$ cat src/rtl/chunky_pkg.sv
package chunky_pkg;

    typedef enum logic {
        ST_WANT = 1'b0,
        ST_HOLD = 1'b1
    } cps_state_e;

    localparam logic MODE_BYTE = 1'b0;
    localparam logic MODE_WORD = 1'b1;

endpackage

$ cat src/rtl/cps_byte_expand.sv
module cps_byte_expand #(
    parameter int CODE_W = 2,
    parameter int CH_W   = 4,
    localparam int BYTE_W = 3 * CODE_W + 2,
    localparam int RGB_W  = 3 * CH_W
) (
    input  logic [BYTE_W-1:0] byte_i,
    output logic [RGB_W-1:0]  rgb_o
);

    for (genvar c = 0; c < 3; c++) begin : g_chan
        localparam int SRC_HI = BYTE_W - 1 - c * CODE_W;
        localparam int DST_HI = RGB_W - 1 - c * CH_W;
        assign rgb_o[DST_HI -: CH_W] = CH_W'({byte_i[SRC_HI -: CODE_W], byte_i[0]});
    end

    logic unused_spare_bit;
    assign unused_spare_bit = byte_i[1];

endmodule

$ cat src/rtl/cps_word_unpack.sv
module cps_word_unpack #(
    parameter int CH_W = 4,
    localparam int RGB_W = 3 * CH_W
) (
    input  logic [RGB_W-1:0] field_i,
    output logic [RGB_W-1:0] rgb_o
);

    for (genvar c = 0; c < 3; c++) begin : g_chan
        localparam int HI = RGB_W - 1 - c * CH_W;
        assign rgb_o[HI -: CH_W] = field_i[HI -: CH_W];
    end

endmodule

$ cat src/rtl/chunky_pix_serializer.sv
module chunky_pix_serializer
    import chunky_pkg::*;
#(
    parameter int CODE_W = 2,
    parameter int CH_W   = 4,
    localparam int BYTE_W = 3 * CODE_W + 2,
    localparam int WORD_W = 2 * BYTE_W,
    localparam int RGB_W  = 3 * CH_W
) (
    input  logic              clk,
    input  logic              rst_n,
    input  logic              mode_i,
    input  logic              de_i,
    input  logic [WORD_W-1:0] word_i,
    input  logic              word_valid_i,
    output logic              word_ready_o,
    input  logic [RGB_W-1:0]  border_i,
    output logic [RGB_W-1:0]  rgb_o,
    output logic              underrun_o
);

    cps_state_e        st_q, st_d;
    logic [BYTE_W-1:0] low_q;
    logic              take;
    logic [RGB_W-1:0]  hi_rgb, lo_rgb, wd_rgb;
    logic [RGB_W-1:0]  pix_d;
    logic              under_d;

    cps_byte_expand #(.CODE_W(CODE_W), .CH_W(CH_W)) u_hi (
        .byte_i (word_i[WORD_W-1 -: BYTE_W]),
        .rgb_o  (hi_rgb)
    );

    cps_byte_expand #(.CODE_W(CODE_W), .CH_W(CH_W)) u_lo (
        .byte_i (low_q),
        .rgb_o  (lo_rgb)
    );

    cps_word_unpack #(.CH_W(CH_W)) u_word (
        .field_i (word_i[RGB_W-1:0]),
        .rgb_o   (wd_rgb)
    );

    // Handshake and next state
    always_comb begin
        word_ready_o = de_i && (st_q == ST_WANT);
        take         = word_ready_o && word_valid_i;
        st_d         = ST_WANT;
        unique case (st_q)
            ST_WANT: begin
                if (take && mode_i == MODE_BYTE) st_d = ST_HOLD;
                else                             st_d = ST_WANT;
            end
            ST_HOLD: st_d = ST_WANT;
            default: st_d = ST_WANT;
        endcase
    end

    // Pixel selection
    always_comb begin
        pix_d   = border_i;
        under_d = 1'b0;
        if (de_i) begin
            unique case (st_q)
                ST_WANT: begin
                    if (take) begin
                        pix_d = (mode_i == MODE_BYTE) ? hi_rgb : wd_rgb;
                    end else begin
                        under_d = 1'b1;
                    end
                end
                ST_HOLD: pix_d = lo_rgb;
                default: pix_d = border_i;
            endcase
        end
    end

    // State register
    always_ff @(posedge clk) begin
        if (!rst_n) begin
            st_q  <= ST_WANT;
            low_q <= '0;
        end else begin
            st_q <= st_d;
            if (take && mode_i == MODE_BYTE) begin
                low_q <= word_i[BYTE_W-1:0];
            end
        end
    end

    // Output register
    always_ff @(posedge clk) begin
        if (!rst_n) begin
            rgb_o      <= '0;
            underrun_o <= 1'b0;
        end else begin
            rgb_o      <= pix_d;
            underrun_o <= under_d;
        end
    end

endmodule

$ cat config.mk
export PLATFORM = sky130hd
export DESIGN_NAME = chunky_pix_serializer
export DESIGN_NICKNAME = d
export VERILOG_FILES = /design/src/rtl/chunky_pkg.sv /design/src/rtl/cps_byte_expand.sv /design/src/rtl/cps_word_unpack.sv /design/src/rtl/chunky_pix_serializer.sv
export SDC_FILE = /design/constraint.sdc
export NUM_CORES = 1
export LEC_CHECK = 0
export BUFFER_PORTS_ARGS = -buffer_cell sky130_fd_sc_hd__buf_2
export CAP_MARGIN = 10
export CORE_UTILIZATION = 46
export CTS_BUF_LIST = sky130_fd_sc_hd__clkbuf_2 sky130_fd_sc_hd__clkbuf_4 sky130_fd_sc_hd__clkbuf_8
export DETAILED_ROUTE_END_ITERATION = 8
export GPL_TIMING_DRIVEN = 0
export MAX_ROUTING_LAYER = met4
export PLACE_DENSITY_LB_ADDON = 0.2
export SLEW_MARGIN = 20
export SYNTH_ARGS = -nofsm -noshare
export SYNTH_HDL_FRONTEND = slang
export SYNTH_SLANG_ARGS = --single-unit
$ cat constraint.sdc
create_clock -name clk -period 1.4 [get_ports clk]
set_input_delay 0.28 -clock clk [delete_from_list [all_inputs] [get_ports clk]]
set_output_delay 0.28 -clock clk [all_outputs]
set_load 0.02 [all_outputs]
# After elaboration in Yosys (flattened, before gate mapping)
# Cells that the tools add are included.
# totals
register_bits	22
inputBits	33
out_inout_bits	14
elab_cells	19
# op_classes
reduce_logical	4
bitwise	4
n_mux	7
# ops
cell	count
$mux 12	3
$pmux 12 s2	1
$not 1->1	4
$logic_and 1x1->1	3
$reduce_or 3->1	1
$mux 1	2
$pmux 1 s2	1

# Logic depth before layout (Yosys ltp)
# Gate-level depths: netlist of the first run.
# logic_depth
depth_word	6
ltp_mapped	4
mapped_depth_nobuf	3

# Modules after synthesis
# From an unflattened synthesis of the first run, not the netlist that was laid out.
# unflattened
hier_cells	151
area_unflattened_um2	1396.3
# by_module_without_submodules
module	area_per_inst_um2	instances	cells_per_inst
chunky_pix_serializer	1118.6	1	113
cps_byte_expand	93.8	2	13
cps_word_unpack	90.1	1	12

# Least setup slack after synthesis of the first run
# No wires, ideal clock.
# synth_timing
path_kind	in2reg
from	input port de_i
to	register underrun_o
arrival_ns	1.057
path_slack_ns	0.283
required_time_ns	1.340
path_buffers	1
setup_ns	0.060
stages	3
cell_sequence	buf_2 -> nor2b_1 -> and3b_2
# synth_between
elab_chain_len	3
# synth_lines
element	line_no	text
start: declaration	chunky_pix_serializer.sv:13	input logic de_i,
$logic_and 1x1->1	chunky_pix_serializer.sv:46	word_ready_o = de_i && (st_q == ST_WANT);
net word_ready_o	chunky_pix_serializer.sv:16	output logic word_ready_o,
$logic_and 1x1->1	chunky_pix_serializer.sv:47	take = word_ready_o && word_valid_i;
$mux 1	chunky_pix_serializer.sv:66	if (take) begin
end signal: assignment	chunky_pix_serializer.sv:98	underrun_o <= under_d;
end: declaration	chunky_pix_serializer.sv:19	output logic underrun_o
# The timed path passes the listed nets, and every way through them passes these cells.
# A chain may end at the register's enable or synchronous reset.

# Worst setup path after layout of the first run
# layout_timing
from	register st_q
to	output port word_ready_o
# layout_between
elab_chain_len	2
# layout_lines
element	line_no	text
start: declaration	chunky_pix_serializer.sv:22	cps_state_e st_q, st_d;
start signal: assignment	chunky_pix_serializer.sv:84	st_q <= st_d;
$not 1->1	-	
$logic_and 1x1->1	chunky_pix_serializer.sv:46	
end: declaration	chunky_pix_serializer.sv:16	
# Every way passes these cells.

==> impl_metrics.yaml, run 1 <==
pwr:
  ir_drop_v: 0.000497
  leakage_nw: 0.573
  total_power_mw: 1.18
  p_switching_mw: 0.331
  p_int_mw: 0.848
  p_per_area_nw_per_um2: 942
  combPwrFrac: 0.204
  swShare: 0.281
  clkPwrFrac: 0.252
  pwr-share-seq: 0.543
routing:
  dr.pass1.iters: 4
  route.detailed.drc: 0
  ant_nets: 0
  vias_per_cell: 5.26
  wl_per_cell_um: 12.8
  drt-total-wl_um: 2280
  drt_iter0_markers: 18
  vias: 937
critical_path:
  critPathMaxFanout: 10
  cp.arrival_ns: 1.08
  start_kind: "register"
  end_kind: "output pin"
  crit_required_ns: 1.12
  crit_type: "register to output pin"
  worst_r2r_startpoint: "st_q"
  rr_worst_depth: 4
  reg2reg_to: "rgb_o[10]"
  reg2reg_slack_ns: 0.26
timing:
  tightest_slew_ns: 0.258
  finalSetupViolCount: 0
  hold_viol_final: 0
  rsz0062_at_grt: "no"
  final.min_clock_period_ns: 1.36
  slew_headroom: 0.826
  finClkSkew_ns: 0.00320
  max_freq_mhz: 734
  maxSlewViolCount: 0
  finalCritPeriodShare: 0.973
  tns_ns: 0
synth:
  seq_area_frac_synth: 0.442
  avgSynthCellArea_um2: 9.33
  synthAdderAreaFrac: 0
  syn_area_um2: 952
  synthSimpleGateAreaFrac: 0.189
  synth_edf_count: 0
  synth_top_family_by_area: "compound AO/OA/AOI/OAI gates"
  yosys_warnings: 0
  synth_compound_area_frac: 0.217
  synthCells: 102
  synthArstFlopShare: 0
  synth_xor_area_frac: 0
  synthesis.nets: 135
  ys.flop_type: "dfxtp_1"
  synthMuxAreaShare: 0.0880
  ys_ff_latch: 21
  ys_types: 24
grt:
  grt_max_degree: 13
  antenna_found_initial: 0
  grt_pass1_vias: 779
  grt_usage: 0.218
  grt_pass1_wl_um: 3350
  grt-ovfl-total: 0
place:
  dp_hpwl_um: 1660
  place_inst: 174
  io_buffers: 45
  gp_congestion: 0.871
die:
  io_pins: 47
  row_count: 16
  core_area_um2: 1960
  die-width_um: 47.5
  dieArea_um2: 2260
  initial_core_util: 0.485
  die_y_um: 47.5
layout:
  finalCoreUtilization: 0.638
  fin_nets: 185
  antennaDiodeCount: 0
  area_delta_synth_final_pct: 31.4
  fin_cells: 178
  drive_gt1_frac: 0.430
  nFillCells: 202
clocking:
  ctsHoldBuffers: 0
  clkLatencyLatePin_ns: 0.30
  clkSlewWorstSetupHoldPaths_ns: 0.13
  tritoncts: "yes"
  htreeDepth: 1
  numCtsBuffers: 3
  clock_path_buffers: 2
  cts_setup_buffers: 0
  cts_sinks: 21
  post_cts_resized: 3
  cts-root-buf: "clkbuf_4"
worst_hold_path:
  hold_end: "low_q[2]"
  hp-start: "word_i[2]"
  hp-class: "input port to register"
  hold_depth: 3
run:
  drv_cap: 0
run_status:
  outcome: "complete, no violations"
[Yosys cell counts (2+ instances only)]
cell,count,area share
dfxtp_1,21,0.44
nand3_1,13,0.068
nand2_1,10,0.039
o21ai_0,10,0.053
a21oi_1,7,0.037
o221ai_1,6,0.055
mux2i_1,5,0.053
a21boi_1,4,0.032
buf_2,4,0.021
mux2_2,3,0.035
a32oi_1,2,0.018
and3b_2,2,0.021
buf_4,2,0.016
buf_6,2,0.024
nand3b_1,2,0.016
[critical path: stages, from the launching register on]
cell	delay [ns]
dfxtp_1	0.34
buf_4	0.17
nor2b_4	0.12
buf_4	0.15
[state kept, by name (all words and copies together), names as in the netlist]
name	flops
low_q	7
st_q	1
underrun_o	1
rgb_o	12
[routing by layer]
layer	track usage	vias to the layer above	routed length, um
li1	-	476	-
met2	0.378	23	1140
met4	0.0343	0	10
met5	-	-	0
met1	0.269	436	1020
met3	0.0340	2	104
[cell families (layout without fill, tap and decap cells)]
family,count (synthesis),after routing
AO/OA/AOI/OAI,32,32
AND/OR/NAND/NOR,32,32
flip-flops,21,21
buffers and inverters,9,58
multiplexers,8,8
[placed cells by master (no fill, tap or decap), types with 2 or more instances in the layout]
master	Yosys	layout
a21boi_1	4	4
a21oi_1	7	7
clkbuf_4	0	3
o21ai_0	10	10
a32oi_1	2	2
buf_6	2	2
mux2i_1	5	5
dfxtp_1	21	21
nand2_1	10	10
buf_2	4	47
nand3_1	13	13
mux2_2	3	3
and3b_2	2	2
o221ai_1	6	6
nand3b_1	2	2
buf_4	2	4
[power by group through the flow]
stage | combinational [mW] | clock, mW | sequential (mW)
floorplan | 0.105 | 0 | 0.688
finish | 0.241 | 0.297 | 0.640
detailed placement | 0.237 | 0 | 0.654
global route | 0.263 | 0.324 | 0.646
CTS | 0.242 | 0.297 | 0.641
global placement | 0.232 | 0 | 0.653
[through the flow]
step | area (um2) | setup WS, ns | hold slack [ns]
final | 1250 | 0.0382 | 0.209
after global routing | 1250 | 0.00908 | 0.228
after CTS | 1250 | 0.0193 | 0.205
after detailed placement | 1210 | 0.173 | 0.452
after global placement | 1210 | 0.198 | 0.445
after floorplan | 952 | 0.283 | 0.410
[how the worst max path moves through the flow]
stage / startpoint / endpoint / slack [ns] / cells past startpoint
final: st_q / word_ready_o / 0.04 / 3
after CTS: st_q / word_ready_o / 0.02 / 3
after detailed placement: de_i / word_ready_o / 0.17 / 4
after global routing: st_q / word_ready_o / 0.009 / 3
after floorplan: de_i / underrun_o / 0.28 / 3
after global placement: de_i / word_ready_o / 0.20 / 4
[layout make-up]
type / instances / area [um2] / share of cell area
Clock inverter: 1 / 5.00 / 0.00400
Inverter: 1 / 3.75 / 0.00300
Clock buffer: 3 / 22.5 / 0.0180
Multi-Input combinational cell: 72 / 478 / 0.382
Tap cell: 27 / 33.8 / 0.0270
Buffer: 8 / 60.1 / 0.0480
Timing Repair Buffer: 45 / 228 / 0.182
Sequential cell: 21 / 420 / 0.336
(Power assumes the default switching activity.)
==> inputs of run 2 (changes only) <==
PLACE_DENSITY = 0.89   (was unset)
PLACE_DENSITY_LB_ADDON = unset   (was 0.2)
==> run 2 against run 1 <==
Power barely moved. Sequential power about the same. Non-clock buffer count unchanged. Count of clock-buffer cells in the layout is 1 higher. Register-to-register slack gained 0.04 ns. First-iteration DRC count grew 33%. Die area did not move. Clock power barely moved. Critical path depth did not move. Via count increased by 1.3%. Sequential share of layout area is 0.067 points higher.
==> impl_metrics.yaml, run 2 (synthesis results as in run 1) <==
layout:
  fin_cells: 178
  drive_gt1_frac: 0.430
  fin_nets: 185
  reg_top3: "rgb_o x12, low_q x7"
  area_delta_synth_final_pct: 31.1
  finalCoreUtilization: 0.636
  final_common_cell: "buf_2"
  largest_register_ffs: 12
  final_cell_mix: "buf_2, dfxtp_1, nand3_1, nand2_1, o21ai_0"
  antennaDiodeCount: 0
  max_flop_register: "rgb_o"
die:
  row_count: 16
  io_pins: 47
  die-width_um: 47.5
  initial_core_util: 0.485
  dieArea_um2: 2260
  core_area_um2: 1960
  die_y_um: 47.5
pwr:
  p_per_area_nw_per_um2: 943
  ir_drop_v: 0.000675
  leakage_nw: 0.569
timing:
  max_freq_mhz: 761
  hold_viol_final: 0
  finalSetupViolCount: 0
  finalCritPeriodShare: 0.939
  final.min_clock_period_ns: 1.31
  finClkSkew_ns: 0.0107
  tightest_slew_ns: 0.220
  maxSlewViolCount: 0
  slew_headroom: 0.852
clocking:
  clock_path_buffers: 2
  cts_setup_buffers: 0
  cts_sinks: 21
  tritoncts: "yes"
  ctsHoldBuffers: 0
  clkLatencyLatePin_ns: 0.29
  post_cts_resized: 0
  htreeDepth: 1
  cts-root-buf: "clkbuf_4"
  clkSlewWorstSetupHoldPaths_ns: 0.12
  numCtsBuffers: 3
critical_path:
  crit_required_ns: 1.12
  start_kind: "register"
  end_kind: "output pin"
  critPathMaxFanout: 10
  cp.arrival_ns: 1.03
  crit_type: "register to output pin"
routing:
  vias_per_cell: 5.33
  route.detailed.drc: 0
  wl_per_cell_um: 12.1
  drt-total-wl_um: 2150
  drt_iter0_markers: 24
  vias: 949
  ant_nets: 0
  dr.pass1.iters: 5
run:
  drv_cap: 0
grt:
  grt-ovfl-total: 0
  grt_max_degree: 12
  grt_pass1_wl_um: 3190
  grt_usage: 0.210
  grt_pass1_vias: 809
  antenna_found_initial: 0
place:
  place_inst: 174
  io_buffers: 45
  dp_hpwl_um: 1670
  gp_congestion: 0.840
run_status:
  outcome: "complete, no violations"
worst_hold_path:
  hp-class: "input port to register"
## run 2: cell types whose count changed in the layout (fill, tap and decap cells not counted), sizes merged
cell,before,now
clkbuf,3,4
clkinv,1,0
## run 2: area by class of cell
class | count | area [um2]
Buffer | 8 | 60.1
Inverter | 1 | 3.75
Multi-Input combinational cell | 72 | 473
Tap cell | 27 | 33.8
Sequential cell | 21 | 420
Fill cell | 189 | 713
Timing Repair Buffer | 45 | 228
Clock buffer | 4 | 30.0
## run 2: power breakdown
group | total, mW | switching [mW] | internal [mW]
registers | 0.640 | 0.00957 | 0.631
logic | 0.238 | 0.128 | 0.109
clock network | 0.300 | 0.170 | 0.130
total | 1.18 | 0.308 | 0.870
## run 2: layer usage
| layer | track usage | part of all wire | vias up |
|---|---|---|---|
| met5 | - | 0 | - |
| met4 | 0.0914 | 0.012 | 0 |
| met3 | 0.0491 | 0.076 | 2 |
| met2 | 0.353 | 0.52 | 41 |
| met1 | 0.235 | 0.40 | 431 |
| li1 | - | - | 475 |
## run 2: worst max-delay path: stages, from the launching register on
cell	delay [ns]
dfxtp_1	0.33
buf_4	0.16
nor2b_2	0.12
buf_4	0.14
## run 2: through the flow
| stage | area, um2 | total power, mW | setup TNS, ns | setup WS, ns | hold WS [ns] |
|---|---|---|---|---|---|
| floorplan | 952 | 0.793 | 0 | 0.283 | 0.410 |
| global placement | 1210 | 0.883 | 0 | 0.210 | 0.446 |
| detailed placement | 1210 | 0.890 | 0 | 0.185 | 0.454 |
| CTS | 1240 | 1.18 | 0 | 0.0180 | 0.221 |
| global route | 1250 | 1.24 | -0.00189 | -0.00189 | 0.211 |
| finish | 1250 | 1.18 | 0 | 0.0859 | 0.219 |
## run 2: path summary, 6_finish.rpt
path,startpoint,to,slack (ns),depth (start not counted)
max,st_q,word_ready_o,0.09,3
min,word_i[0],low_q[0],0.22,3
max reg2reg,st_q,rgb_o[1],0.30,4
min reg2reg,low_q[4],low_q[4],0.47,2
